File: src/rtl/capval_pkg.sv
package capval_pkg;

   localparam int CTL_W = 8;

   typedef struct packed {
      logic flag;
      logic ie;
      logic msel_b;
      logic msel_a;
      logic esel_b;
      logic esel_a;
   } chctl_t;

   function automatic logic [CTL_W-1:0] pack_ctl(input chctl_t c);
      return {c.flag, c.ie, c.msel_b, c.msel_a, c.esel_b, c.esel_a, 2'b00};
   endfunction

endpackage

File: src/rtl/capval_ctl.sv
module capval_ctl
   import capval_pkg::*;
#(
   parameter int BUS_W = 8
) (
   input  logic             clk,
   input  logic             rst,
   input  logic             cap_set,
   input  logic             ctl_wr,
   input  logic [5:0]       ctl_bits,
   output logic [BUS_W-1:0] ctl_q,
   output logic             irq
);

   chctl_t r_ctl;

   always_ff @(posedge clk) begin
      if (rst) begin
         r_ctl <= '0;
      end else begin
         if (ctl_wr) begin
            r_ctl.ie     <= ctl_bits[4];
            r_ctl.msel_b <= ctl_bits[3];
            r_ctl.msel_a <= ctl_bits[2];
            r_ctl.esel_b <= ctl_bits[1];
            r_ctl.esel_a <= ctl_bits[0];
            if (!ctl_bits[5]) r_ctl.flag <= 1'b0;
         end
         if (cap_set) r_ctl.flag <= 1'b1;
      end
   end

   always_comb begin
      ctl_q            = '0;
      ctl_q[CTL_W-1:0] = pack_ctl(r_ctl);
   end

   assign irq = r_ctl.flag & r_ctl.ie;

   AST_FLAG_SET: assert property (@(posedge clk) disable iff (rst)
      cap_set |=> ctl_q[7]);
   AST_FLAG_KEEP: assert property (@(posedge clk) disable iff (rst)
      (ctl_wr && ctl_bits[5] && ctl_q[7]) |=> ctl_q[7]);
   AST_IRQ_MASKED: assert property (@(posedge clk) disable iff (rst)
      (ctl_wr && !ctl_bits[4]) |=> !irq);

endmodule

File: src/rtl/capval_store.sv
module capval_store #(
   parameter int VAL_W = 16,
   parameter int BUS_W = 8
) (
   input  logic                    clk,
   input  logic                    rst,
   input  logic                    cap_mode,
   input  logic                    cap_stb,
   input  logic [VAL_W-1:0]        cap_val,
   input  logic [VAL_W/BUS_W-1:0]  wr_en,
   input  logic [BUS_W-1:0]        wr_data,
   output logic [VAL_W-1:0]        live
);

   localparam int NB = VAL_W / BUS_W;

   for (genvar b = 0; b < NB; b++) begin : g_lane
      always_ff @(posedge clk) begin
         if (rst) begin
            live[b*BUS_W +: BUS_W] <= '0;
         end else if (cap_mode && cap_stb) begin
            live[b*BUS_W +: BUS_W] <= cap_val[b*BUS_W +: BUS_W];
         end else if (!cap_mode && wr_en[b]) begin
            live[b*BUS_W +: BUS_W] <= wr_data;
         end
      end
   end

   AST_CAP_LOAD: assert property (@(posedge clk) disable iff (rst)
      (cap_mode && cap_stb) |=> live == $past(cap_val));
   AST_CAP_NOWRITE: assert property (@(posedge clk) disable iff (rst)
      (cap_mode && !cap_stb) |=> $stable(live));
   AST_OUT_NOCAP: assert property (@(posedge clk) disable iff (rst)
      (!cap_mode && wr_en == '0) |=> $stable(live));

endmodule

File: src/rtl/capval_coh.sv
module capval_coh #(
   parameter int VAL_W    = 16,
   parameter int BUS_W    = 8,
   parameter bit COHERENT = 1'b1
) (
   input  logic             clk,
   input  logic             rst,
   input  logic             cap_mode,
   input  logic             dbg_halt,
   input  logic             rd_hi,
   input  logic             rd_lo,
   input  logic             ctl_wr,
   input  logic [VAL_W-1:0] live,
   output logic [BUS_W-1:0] rd_data
);

   localparam int HI_LSB = VAL_W - BUS_W;

   if (COHERENT) begin : g_buf
      logic             held;
      logic             held_hi;
      logic [VAL_W-1:0] snap;
      logic [VAL_W-1:0] src;
      logic             rd_act;

      assign rd_act = cap_mode && !dbg_halt && (rd_hi || rd_lo);

      always_ff @(posedge clk) begin
         if (rst) begin
            held    <= 1'b0;
            held_hi <= 1'b0;
            snap    <= '0;
         end else if (ctl_wr) begin
            held <= 1'b0;
         end else if (rd_act) begin
            if (!held) begin
               held    <= 1'b1;
               held_hi <= rd_hi;
               snap    <= live;
            end else if (rd_hi != held_hi) begin
               held <= 1'b0;
            end
         end
      end

      assign src     = (cap_mode && !dbg_halt && held) ? snap : live;
      assign rd_data = rd_hi ? src[HI_LSB +: BUS_W] : src[BUS_W-1:0];

      AST_CTL_UNLATCH: assert property (@(posedge clk) disable iff (rst)
         ctl_wr |=> !held);
      AST_HALT_FREEZE: assert property (@(posedge clk) disable iff (rst)
         (dbg_halt && !ctl_wr) |=> held == $past(held));
      AST_SNAP_HOLD: assert property (@(posedge clk) disable iff (rst)
         held |=> $stable(snap));
      AST_OUTMODE_KEEP: assert property (@(posedge clk) disable iff (rst)
         (!cap_mode && !ctl_wr) |=> held == $past(held));
   end else begin : g_direct
      assign rd_data = rd_hi ? live[HI_LSB +: BUS_W] : live[BUS_W-1:0];
   end

endmodule

File: src/rtl/capval_reg.sv
module capval_reg
   import capval_pkg::*;
#(
   parameter int VAL_W    = 16,
   parameter int BUS_W    = 8,
   parameter bit COHERENT = 1'b1
) (
   input  logic             clk,
   input  logic             rst,
   input  logic             cap_mode,
   input  logic             cap_stb,
   input  logic [VAL_W-1:0] cap_val,
   input  logic             dbg_halt,
   input  logic             rd_hi,
   input  logic             rd_lo,
   input  logic             wr_hi,
   input  logic             wr_lo,
   input  logic             ctl_wr,
   input  logic [BUS_W-1:0] wr_data,
   output logic [BUS_W-1:0] rd_data,
   output logic [BUS_W-1:0] ctl_q,
   output logic             irq
);

   localparam int NB = VAL_W / BUS_W;

   if (VAL_W != 2 * BUS_W) begin : g_bad_width
      $error("capval_reg: VAL_W must be exactly two bus bytes");
   end
   if (BUS_W < CTL_W) begin : g_bad_bus
      $error("capval_reg: bus narrower than the control register");
   end

   logic [VAL_W-1:0] live;
   logic [NB-1:0]    wr_en;

   assign wr_en = {wr_hi, wr_lo};

   capval_store #(.VAL_W(VAL_W), .BUS_W(BUS_W)) u_store (
      .clk      (clk),
      .rst      (rst),
      .cap_mode (cap_mode),
      .cap_stb  (cap_stb),
      .cap_val  (cap_val),
      .wr_en    (wr_en),
      .wr_data  (wr_data),
      .live     (live)
   );

   capval_coh #(.VAL_W(VAL_W), .BUS_W(BUS_W), .COHERENT(COHERENT)) u_coh (
      .clk      (clk),
      .rst      (rst),
      .cap_mode (cap_mode),
      .dbg_halt (dbg_halt),
      .rd_hi    (rd_hi),
      .rd_lo    (rd_lo),
      .ctl_wr   (ctl_wr),
      .live     (live),
      .rd_data  (rd_data)
   );

   capval_ctl #(.BUS_W(BUS_W)) u_ctl (
      .clk      (clk),
      .rst      (rst),
      .cap_set  (cap_mode && cap_stb),
      .ctl_wr   (ctl_wr),
      .ctl_bits (wr_data[7:2]),
      .ctl_q    (ctl_q),
      .irq      (irq)
   );

   AST_ONE_READ: assert property (@(posedge clk) disable iff (rst)
      !(rd_hi && rd_lo));
   AST_RESET_CLEAR: assert property (@(posedge clk)
      rst |=> (ctl_q == '0 && !irq));

endmodule

File: config.mk
export PLATFORM = sky130hd
export DESIGN_NAME = capval_reg
export DESIGN_NICKNAME = d
export VERILOG_FILES = /design/src/rtl/capval_pkg.sv /design/src/rtl/capval_ctl.sv /design/src/rtl/capval_store.sv /design/src/rtl/capval_coh.sv /design/src/rtl/capval_reg.sv
export SDC_FILE = /design/constraint.sdc
export NUM_CORES = 1
export LEC_CHECK = 0
export ABC_AREA = 1
export BUFFER_PORTS_ARGS = -buffer_cell sky130_fd_sc_hd__buf_2
export CAP_MARGIN = 40
export CELL_PAD_IN_SITES_DETAIL_PLACEMENT = 0
export CELL_PAD_IN_SITES_GLOBAL_PLACEMENT = 2
export CORE_UTILIZATION = 25
export DETAILED_ROUTE_END_ITERATION = 6
export PLACE_DENSITY_LB_ADDON = 0.1
export SETUP_SLACK_MARGIN = 0.2
export SLEW_MARGIN = 20
export SYNTH_ARGS = -nofsm -noshare
export SYNTH_HDL_FRONTEND = slang
export SYNTH_SLANG_ARGS = --single-unit
File: constraint.sdc
create_clock -name clk -period 1 [get_ports clk]
set_input_delay 0.1 -clock clk [delete_from_list [all_inputs] [get_ports clk]]
set_output_delay 0.1 -clock clk [all_outputs]
set_load 0.02 [all_outputs]
==> flow_summary.json <==
{
  "track_usage_pct": 17.4,
  "fp.dieH_um": 96.0,
  "yosys-top-cells-count": "116 x nand2_1, 63 x nor2_1, 61 x inv_1, 40 x dfxtp_1, 35 x nand3_1",
  "die_area_sq_mm": 0.00922,
  "path_clk_slew_ns": 0.08,
  "ctsLongestPathBuffers": 2,
  "setup-tns-final_ns": -9.40,
  "drt-pass1-iter-count": 4,
  "synth_cell_type_count": 17,
  "r2r_cells": 9,
  "whs_path_depth": 3,
  "die_w_um": 96.0,
  "cp-end-kind": "primary output",
  "core-area_sq_mm": 0.00838,
  "ir_drop_mv": 0.527,
  "synthDominantAreaCellType": "dfxtp_1",
  "final_cells": 557,
  "worstSkewPairLatency_ns": 0.31,
  "cts_tree": "yes",
  "rows": 33,
  "ys_warn_count": 0,
  "hold_path.class": "in -> reg",
  "crit_required_ns": 0.90,
  "nFillCells": 921,
  "drc": 0,
  "synth.yosys.seq_area_share_pct": 36.2,
  "initial_core_util_pct": 26.4,
  "dp_cells": 533,
  "crit_chain": "nand3_4 > nand2_1 > nand3_1 > nand2_2 > buf_2",
  "ys_ff_latch": 40,
  "period_minus_slack_ns": 1.45,
  "wl_per_cell_um": 13.9,
  "finClkSkew_ns": 0.0125,
  "drv_cap": 0,
  "antenna_found_initial": 0,
  "num_vias": 2404,
  "finalCritPeriodShare_pct": 145,
  "violations": "negative setup slack",
  "htree_levels": 2,
  "synth.most_common_cell": "nand2_1",
  "synth_area_leaders": "dfxtp_1 36%, nand2_1 20%, nor2_1 11%",
  "async_reset_ff_share_pct": 0,
  "cts_sinks": 40,
  "synth_area_sq_mm": 0.00221,
  "fin_util_pct": 39.4,
  "grt_pass1_wl_mm": 11.8,
  "p_leak_nw": 1.64,
  "rsz0062_at_grt": "true",
  "critical_path.slowest_cell": "dfxtp_4",
  "syn-instance-count": 369,
  "root_buffer": "clkbuf_8",
  "fin_nets": 485,
  "critPathArrivalTime_ns": 1.35,
  "timing.setup.critical_path_class": "reg -> out",
  "max_freq_mhz": 691,
  "power_density_mw_per_mm2": 1290,
  "path_max_fanout": 6,
  "numCtsBuffers": 5,
  "final_hold_viol_count": 0,
  "postRouteAntennaNets": 0,
  "io_buffers": 48,
  "avgViaCountPerCell": 4.32,
  "grt_overflow": 0,
  "drv_slew": 0,
  "synth_flop_cell": "dfxtp_1",
  "synth.top_cell.area_share_pct": 36.2,
  "gp_congestion": 0.745,
  "status": "finished, violations left",
  "hpwl_mm": 5.34,
  "syn_area_per_cell_sq_um": 5.99,
  "antennaDiodeCount": 0,
  "worst_setup_path_start_kind": "flop",
  "drive_gt1_share_pct": 32.5,
  "slowest_delay_ns": 0.44,
  "grt_max_degree": 34,
  "synth_edf_count": 0,
  "grt_pass1_vias": 2298,
  "num_io_pins": 51,
  "setup_viol": 25,
  "area_delta_synth_final_pct": 49.6,
  "wirelength_mm": 7.72,
  "drtIter0Drc": 70,
  "final.setup.worst_slack_ns": -0.448
}
## critical path, delay by kind of cell, from the launching register on
| family | cells | cell delay (ns) |
|---|---|---|
| simple gates | 4 | 0.46 |
| buf+inv | 1 | 0.15 |
| flops | 1 | 0.44 |
## final cells by class
| class | count | area [sq um] | area share (%) |
|---|---|---|---|
| clock inverters | 2 | 35.0 | 1.06 |
| clock buffers | 6 | 72.6 | 2.20 |
| well taps | 105 | 131 | 3.97 |
| multi-input cells | 257 | 1270 | 38.5 |
| repair buffers | 86 | 737 | 22.3 |
| flip-flops and latches | 40 | 815 | 24.6 |
| inverters | 61 | 244 | 7.38 |
## final timing paths
| check | endpoint | startpoint | slack, ns |
|---|---|---|---|
| worst max-delay path | rd_data[2] | u_coh.g_buf.held | -0.45 |
| worst min-delay path | u_ctl.ctl_q[4] | wr_data[4] | 0.05 |
| worst max register to register | u_coh.g_buf.held_hi | u_coh.g_buf.held | -0.39 |
| worst min register to register | u_ctl.ctl_q[7] | u_ctl.ctl_q[7] | 0.50 |
## state kept, by name, summed over array words and instances (netlist names)
signal and count:
u_ctl.ctl_q 6, u_coh.g_buf.held_hi 1, u_coh.g_buf.snap 16, u_coh.g_buf.held 1, u_store.live 16
## routing by layer
layer	part of all wire [%]	wire length [um]	vias to the layer above	track usage, %
met3	3.4	263	8	3.32
li1	-	-	1280	-
met4	1.4	106	0	4.48
met5	0	0	-	0
met2	46	3540	47	28.7
met1	49	3810	1069	23.0
## where the power goes
group          internal [mW]  switching [mW]  leakage, nW
Sequential              1.70          0.0646        0.333
Combinational          0.499           0.618         1.26
Clock                  0.742           0.625       0.0552
## placed cells by master (no fill, tap or decap), types with 12 or more instances in the layout
cell	n
nand3_1	33
nand2_2	18
inv_1	57
buf_4	25
dfxtp_1	31
o21ai_0	12
buf_6	19
nand2_1	98
nor2_1	61
buf_2	33
## per-stage QoR
stage                     hold WS [ns]  instance area [sq um]  setup slack [ns]  power [mW]
after global placement           0.294                   2770            -0.268        2.69
after floorplan                  0.169                   2270          -0.00819        2.32
after global routing            0.0469                   3310            -0.500        4.48
final                           0.0478                   3310            -0.448        4.25
after detailed placement         0.301                   2770            -0.251        2.69
after CTS                       0.0459                   3060            -0.441        4.15
## cells by family after synthesis
group,synth area share (%)
flops,36.2
buf+inv,15.3
other cells,0.170
compound gates,7.25
simple gates,41.1
## repair_timing
action / in CTS / in global routing
hold buffers: 1 / 0
buffers inserted: 2 / 7
resized for setup: 44 / 46
hold endpoints to repair: 1 / 0
cloned: 3 / 3
endpoints found under the setup margin: 36 / 48
pin swaps: 0 / 22
Note: power is estimated with default switching activity, not from simulation.
